**src/rtl/sdrsp_pkg.sv**
```systemverilog
package sdrsp_pkg;

    localparam int WORD_W      = 32;
    localparam int NUM_WORDS   = 4;
    localparam int BANK_W      = WORD_W * NUM_WORDS;
    localparam int SHORT_LEN   = 48;
    localparam int LONG_LEN    = 136;
    localparam int CNT_W       = $clog2(LONG_LEN + 1);
    localparam int PAY_LO      = 8;
    localparam int SHORT_PAY_HI = 39;
    localparam int LONG_PAY_HI = 127;
    localparam int LONG_PAY_W  = LONG_PAY_HI - PAY_LO + 1;
    localparam int SHORT_PAY_W = SHORT_PAY_HI - PAY_LO + 1;
    localparam int SR_W        = LONG_PAY_HI + 1;
    localparam int BYTE_SEL_W  = $clog2(WORD_W / 8);
    localparam int WORD_SEL_W  = $clog2(NUM_WORDS);

    typedef enum logic [1:0] {
        KIND_SHORT = 2'd0,
        KIND_STOP  = 2'd1,
        KIND_LONG  = 2'd2,
        KIND_RSVD  = 2'd3
    } rsp_kind_e;

    typedef struct packed {
        rsp_kind_e               kind;
        logic                    end_ok;
        logic [LONG_PAY_W-1:0]   payload;
    } frame_t;

    function automatic logic [CNT_W-1:0] frame_len(rsp_kind_e k);
        return (k == KIND_LONG) ? CNT_W'(LONG_LEN) : CNT_W'(SHORT_LEN);
    endfunction

endpackage

```
**src/rtl/sdrsp_deser.sv**
```systemverilog
module sdrsp_deser
    import sdrsp_pkg::*;
(
    input  logic      clk,
    input  logic      rst,
    input  logic      line_i,
    input  rsp_kind_e kind_i,
    output logic      vld_o,
    output frame_t    frame_o
);

    localparam logic [CNT_W-1:0] CNT_ONE = CNT_W'(1);

    logic             busy_q;
    logic [CNT_W-1:0] cnt_q;
    rsp_kind_e        kind_q;
    logic [SR_W-1:0]  sr_q;

    always_ff @(posedge clk) begin
        if (rst) begin
            busy_q <= 1'b0;
            cnt_q  <= '0;
            kind_q <= KIND_SHORT;
            sr_q   <= '0;
            vld_o  <= 1'b0;
        end else begin
            vld_o <= 1'b0;
            if (!busy_q) begin
                if (!line_i) begin
                    busy_q <= 1'b1;
                    cnt_q  <= CNT_ONE;
                    kind_q <= kind_i;
                    sr_q   <= '0;
                end
            end else begin
                sr_q  <= {sr_q[SR_W-2:0], line_i};
                cnt_q <= cnt_q + CNT_ONE;
                if (cnt_q == frame_len(kind_q) - CNT_ONE) begin
                    busy_q <= 1'b0;
                    vld_o  <= 1'b1;
                end
            end
        end
    end

    assign frame_o.kind    = kind_q;
    assign frame_o.end_ok  = sr_q[0];
    assign frame_o.payload = sr_q[LONG_PAY_HI:PAY_LO];

    p_vld_single_r8: assert property (@(posedge clk) disable iff (rst)
        vld_o |=> !vld_o);

    p_cnt_bound_r4: assert property (@(posedge clk) disable iff (rst)
        busy_q |-> (cnt_q < frame_len(kind_q)));

    p_kind_held_r4: assert property (@(posedge clk) disable iff (rst)
        (busy_q && $past(busy_q)) |-> $stable(kind_q));

endmodule

```
**src/rtl/sdrsp_bank.sv**
```systemverilog
module sdrsp_bank
    import sdrsp_pkg::*;
(
    input  logic              clk,
    input  logic              rst,
    input  logic              vld_i,
    input  frame_t            frame_i,
    output logic [BANK_W-1:0] bank_o,
    output logic              done_o,
    output logic              err_o
);

    localparam int TOP_LO = WORD_W * (NUM_WORDS - 1);

    always_ff @(posedge clk) begin
        if (rst) begin
            bank_o <= '0;
            done_o <= 1'b0;
            err_o  <= 1'b0;
        end else begin
            done_o <= 1'b0;
            err_o  <= 1'b0;
            if (vld_i) begin
                if (!frame_i.end_ok) begin
                    err_o <= 1'b1;
                end else begin
                    done_o <= 1'b1;
                    case (frame_i.kind)
                        KIND_LONG: bank_o <= BANK_W'(frame_i.payload);
                        KIND_STOP: bank_o[BANK_W-1:TOP_LO] <= frame_i.payload[SHORT_PAY_W-1:0];
                        default:   bank_o[WORD_W-1:0]      <= frame_i.payload[SHORT_PAY_W-1:0];
                    endcase
                end
            end
        end
    end

    p_flags_excl_r9: assert property (@(posedge clk) disable iff (rst)
        !(done_o && err_o));

    p_bad_end_r9: assert property (@(posedge clk) disable iff (rst)
        (vld_i && !frame_i.end_ok) |=> (err_o && $stable(bank_o)));

    p_short_keep_r5: assert property (@(posedge clk) disable iff (rst)
        (vld_i && frame_i.end_ok && (frame_i.kind == KIND_SHORT || frame_i.kind == KIND_RSVD))
        |=> $stable(bank_o[BANK_W-1:WORD_W]));

    p_stop_keep_r6: assert property (@(posedge clk) disable iff (rst)
        (vld_i && frame_i.end_ok && frame_i.kind == KIND_STOP)
        |=> $stable(bank_o[TOP_LO-1:0]));

    p_long_top_r7: assert property (@(posedge clk) disable iff (rst)
        (vld_i && frame_i.end_ok && frame_i.kind == KIND_LONG)
        |=> (bank_o[BANK_W-1:LONG_PAY_W] == '0));

    p_no_spurious_r8: assert property (@(posedge clk) disable iff (rst)
        !vld_i |=> (!done_o && !err_o && $stable(bank_o)));

endmodule

```
**src/rtl/sdrsp_capture.sv**
```systemverilog
module sdrsp_capture
    import sdrsp_pkg::*;
#(
    parameter int ADDR_W = 6
) (
    input  logic              clk,
    input  logic              rst,
    input  logic              rsp_line_i,
    input  logic [1:0]        rsp_kind_i,
    input  logic [ADDR_W-1:0] rd_addr_i,
    output logic [WORD_W-1:0] rd_data_o,
    output logic              done_o,
    output logic              frame_err_o
);

    localparam int SEL_HI = BYTE_SEL_W + WORD_SEL_W;

    logic              vld;
    frame_t            frame;
    logic [BANK_W-1:0] bank;
    logic [WORD_SEL_W-1:0] word_idx;
    logic              addr_ok;

    sdrsp_deser u_deser (
        .clk    (clk),
        .rst    (rst),
        .line_i (rsp_line_i),
        .kind_i (rsp_kind_e'(rsp_kind_i)),
        .vld_o  (vld),
        .frame_o(frame)
    );

    sdrsp_bank u_bank (
        .clk    (clk),
        .rst    (rst),
        .vld_i  (vld),
        .frame_i(frame),
        .bank_o (bank),
        .done_o (done_o),
        .err_o  (frame_err_o)
    );

    assign word_idx = rd_addr_i[SEL_HI-1:BYTE_SEL_W];
    assign addr_ok  = (rd_addr_i[BYTE_SEL_W-1:0] == '0) &&
                      (rd_addr_i[ADDR_W-1:SEL_HI] == '0);

    always_comb begin
        rd_data_o = '0;
        for (int w = 0; w < NUM_WORDS; w++) begin
            if (addr_ok && word_idx == WORD_SEL_W'(w)) begin
                rd_data_o = bank[w*WORD_W +: WORD_W];
            end
        end
    end

    p_reset_quiet_r1: assert property (@(posedge clk)
        $past(rst) |-> (!done_o && !frame_err_o));

endmodule

```
**config.mk**
```make
export PLATFORM = sky130hd
export DESIGN_NAME = sdrsp_capture
export DESIGN_NICKNAME = d
export VERILOG_FILES = /design/src/rtl/sdrsp_pkg.sv /design/src/rtl/sdrsp_deser.sv /design/src/rtl/sdrsp_bank.sv /design/src/rtl/sdrsp_capture.sv
export SDC_FILE = /design/constraint.sdc
export NUM_CORES = 1
export LEC_CHECK = 0
export ABC_AREA = 1
export BUFFER_PORTS_ARGS = -buffer_cell sky130_fd_sc_hd__buf_2
export CAP_MARGIN = 10
export CORE_AREA = 2 2 213 131
export CTS_BUF_LIST = sky130_fd_sc_hd__clkbuf_2 sky130_fd_sc_hd__clkbuf_4 sky130_fd_sc_hd__clkbuf_8
export CTS_CLUSTER_DIAMETER = 100
export DETAILED_ROUTE_END_ITERATION = 8
export DIE_AREA = 0 0 215 133
export PLACE_DENSITY = 0.65
export REMOVE_ABC_BUFFERS = 1
export SETUP_SLACK_MARGIN = 0.02
export SLEW_MARGIN = 25
export SYNTH_ARGS = -nofsm -noshare
export SYNTH_HDL_FRONTEND = slang
export SYNTH_SLANG_ARGS = --single-unit
```
**constraint.sdc**
```tcl
create_clock -name clk -period 2.25 [get_ports clk]
set_clock_uncertainty 0.1 [all_clocks]
set_input_delay 0.225 -clock clk [delete_from_list [all_inputs] [get_ports clk]]
set_output_delay 0.225 -clock clk [all_outputs]
set_load 0.03 [all_outputs]
```
==> impl_results.md <==
* Layout cells sized above 1 at 11.1%
* PD cells at 801 mW/mm^2
* F_max at 490 MHz
* Post-route ant nets at 0
* Synthesized area at 0.0108 mm^2
* Initial antenna violation count at 0
* RSZ-0062 raised after global routing: no
* Max-Cap Viols at 0
* Residual DRC at 0
* Status: complete, no violations
* Total setup buffers inserted after CTS at 0
* Final Critical Period at 2.04 ns
* Vias/cell at 5.33
* R2R depth at 5
* Crit-path max FO at 47
* Hold Fails Final Rpt at 0
* Worst Slack Setup Final at 0.210 ns
* CP endpoint kind: flop
* Chip Height at 133 um
* VDD IR max at 412 uV
* GRT Resource Usage Total at 20.5%
* Routed wire length at 29.7 mm
* Total placed cells including tap cells at 1740
* Yosys warns at 0
* Root Driver: clkbuf_8
* Hold Crit Class: in -> reg
* Area Overhead vs Synth at 12.8%
* FP Rows at 47
* Die ar. at 0.0286 mm^2
* Post-Route Setup TNS at 0 ns
* HPWL Detailed at 16.3 mm
* Latest clock arrival within the worst-skew pair at 0.54 ns
* Slew headroom at 55.7%
* Setup WS pre-CTS at 0.429 ns
* Seq cells post-synth at 270
* Chip Width at 215 um
* Leakage at 4.21 nW
* DRT Pass-1 Iters at 7
* Post-Synthesis Cells at 1421
* Clock slew at reported path FFs at 0.06 ns
* Synth Area per Inst at 7.57 um^2
* CP startpoint kind: flop
* Placed instance area at 0.0112 mm^2
* Post_cts resized at 0
* PortBufs at 44
* WHS Path Cells at 4
* Number of global-route vias before repair at 9021
* Cell variety after synth at 30
* Wire length per cell at 16.4 um
* Actual slew at the worst max-slew pin at 0.664 ns
* Final Setup Violations at 0
* Fin cells at 1811
* Via count of the routed design at 9649
* I/O Pins at 45
* Sequential area share after synthesis at 50.3%
* Largest net degree at the start of global routing at 118
* Max Root-Sink Buffers at 3
* Core area at 0.0269 mm^2
* Detailed router's first-iteration violation count at 912
* Critical Path RT at 2.62 ns
* Ant diodes at 0
* CTS Buf Count at 39
* Fillers at 2760
* Final Cycle Share at 90.7%
* First-pass GRT wire length at 47.9 mm
* Crit path DAT at 2.41 ns
* CTS tree: done
* Gpl congestion at 0.775
* Clock sink count at 270
* Crit Path Category: reg -> reg
* Depth of the CTS H-tree at 2
* GRT overflow at 0
* Max Slew Vio Count at 0
* WHS at 0.0782 ns
* Fin area at 0.0121 mm^2
* Starting Density at 39.9%
* Final #Nets at 1432
layout by cell type (no fill, tap or decap), drive strengths merged:
| cell | n |
|---|---|
| nor4 | 1 |
| clkinv | 2 |
| a31o | 1 |
| nand4 | 65 |
| buf | 74 |
| a211oi | 1 |
| nor3 | 4 |
| o21ai | 62 |
| a31oi | 24 |
| dfxtp | 270 |
| bufinv | 4 |
| a22oi | 1 |
| a21oi | 207 |
| nor2 | 84 |
| o31ai | 1 |
| clkinvlp | 1 |
| ha | 3 |
| inv | 20 |
| clkbuf | 60 |
| dlygate4sd3 | 4 |
| nand2 | 414 |
| nand3 | 140 |
| o21bai | 1 |
layer usage:
layer	track usage, %	part of all wire (%)
met5	0	0
met1	30.5	50
met4	4.71	1.5
met2	30.7	42
met3	3.72	6.5
cells in the mapped netlist:
master | number | share of area (%)
buf_6 | 3 | 0.31
o31ai_1 | 1 | 0.070
nor2_4 | 2 | 0.21
buf_4 | 21 | 1.5
a211oi_1 | 1 | 0.070
o21bai_1 | 1 | 0.070
o21ai_0 | 57 | 2.7
inv_1 | 14 | 0.49
nand4_1 | 65 | 3.8
buf_1 | 12 | 0.42
nand3_1 | 140 | 6.5
nor2_1 | 78 | 2.7
nor4_1 | 1 | 0.058
clkbuf_1 | 27 | 0.94
o21ai_1 | 5 | 0.23
nor2_2 | 3 | 0.17
inv_2 | 6 | 0.21
a22oi_1 | 1 | 0.070
nor2_8 | 1 | 0.19
buf_2 | 59 | 2.7
a21oi_1 | 207 | 9.6
dfxtp_1 | 270 | 50
nand2_1 | 411 | 14
nor3_4 | 1 | 0.15
nor3_1 | 3 | 0.14
a31o_2 | 1 | 0.081
a31oi_1 | 24 | 1.4
nand2_2 | 2 | 0.12
ha_1 | 3 | 0.35
nand2_4 | 1 | 0.10
final cells by class:
| type | instances | area, um^2 | share of cell area [%] |
|---|---|---|---|
| Clock inverter | 7 | 138 | 1.13 |
| Sequential cell | 270 | 5410 | 44.6 |
| Clock buffer | 60 | 744 | 6.14 |
| Tap cell | 367 | 459 | 3.78 |
| Timing Repair Buffer | 78 | 654 | 5.39 |
| Multi-Input combinational cell | 1009 | 4650 | 38.4 |
| Inverter | 20 | 75.1 | 0.619 |
cell families after synthesis:
group | synth area share (%)
DFF | 50.3
buffers and inverters | 6.59
adders and majority gates | 0.349
and+or+nand+nor | 28.5
AOI/OAI and AO/OA | 14.3
sequential cells by signal, summed over array words and instances (netlist names):
name	flops
u_bank.done_o	1
u_bank.err_o	1
u_bank.bank_o	128
u_deser.cnt_q	8
u_deser.sr_q	128
u_deser.vld_o	1
u_deser.busy_q	1
u_deser.kind_q	2
final timing paths:
check,from,to,slack [ns]
worst max-delay path,u_deser.busy_q,u_deser.kind_q[0],0.21
worst min-delay path,rst,u_bank.err_o,0.08
worst max register to register,u_deser.busy_q,u_deser.kind_q[0],0.21
worst min register to register,u_deser.vld_o,u_bank.err_o,0.35
worst max-delay path: stages (launching register included):
cell and delay [ns]:
dfxtp_4 0.72, nor2_1 0.16, inv_2 0.18, o21ai_0 0.10
a21oi_1 0.15, dlygate4sd3_1 0.57
per-stage QoR:
step           util, %  power (mW)
4_1_cts           45.0        9.78
6_report          45.0        9.72
3_5_place_dp      41.6        5.34
2_1_floorplan        -        5.07
5_1_grt           45.0        10.0
3_3_place_gp      41.6        5.34
repair_timing:
item | in CTS | in global routing
hold buffers | 4 | 0
endpoints found under the hold margin | 4 | 0
endpoints found under the setup margin | 0 | 0
power breakdown:
part	internal [mW]	switching, mW	leakage [nW]
clock	2.56	1.91	0.462
combinational	0.0873	0.344	1.58
sequential	4.79	0.0248	2.18
No activity file was read; power rests on OpenSTA's default activity.
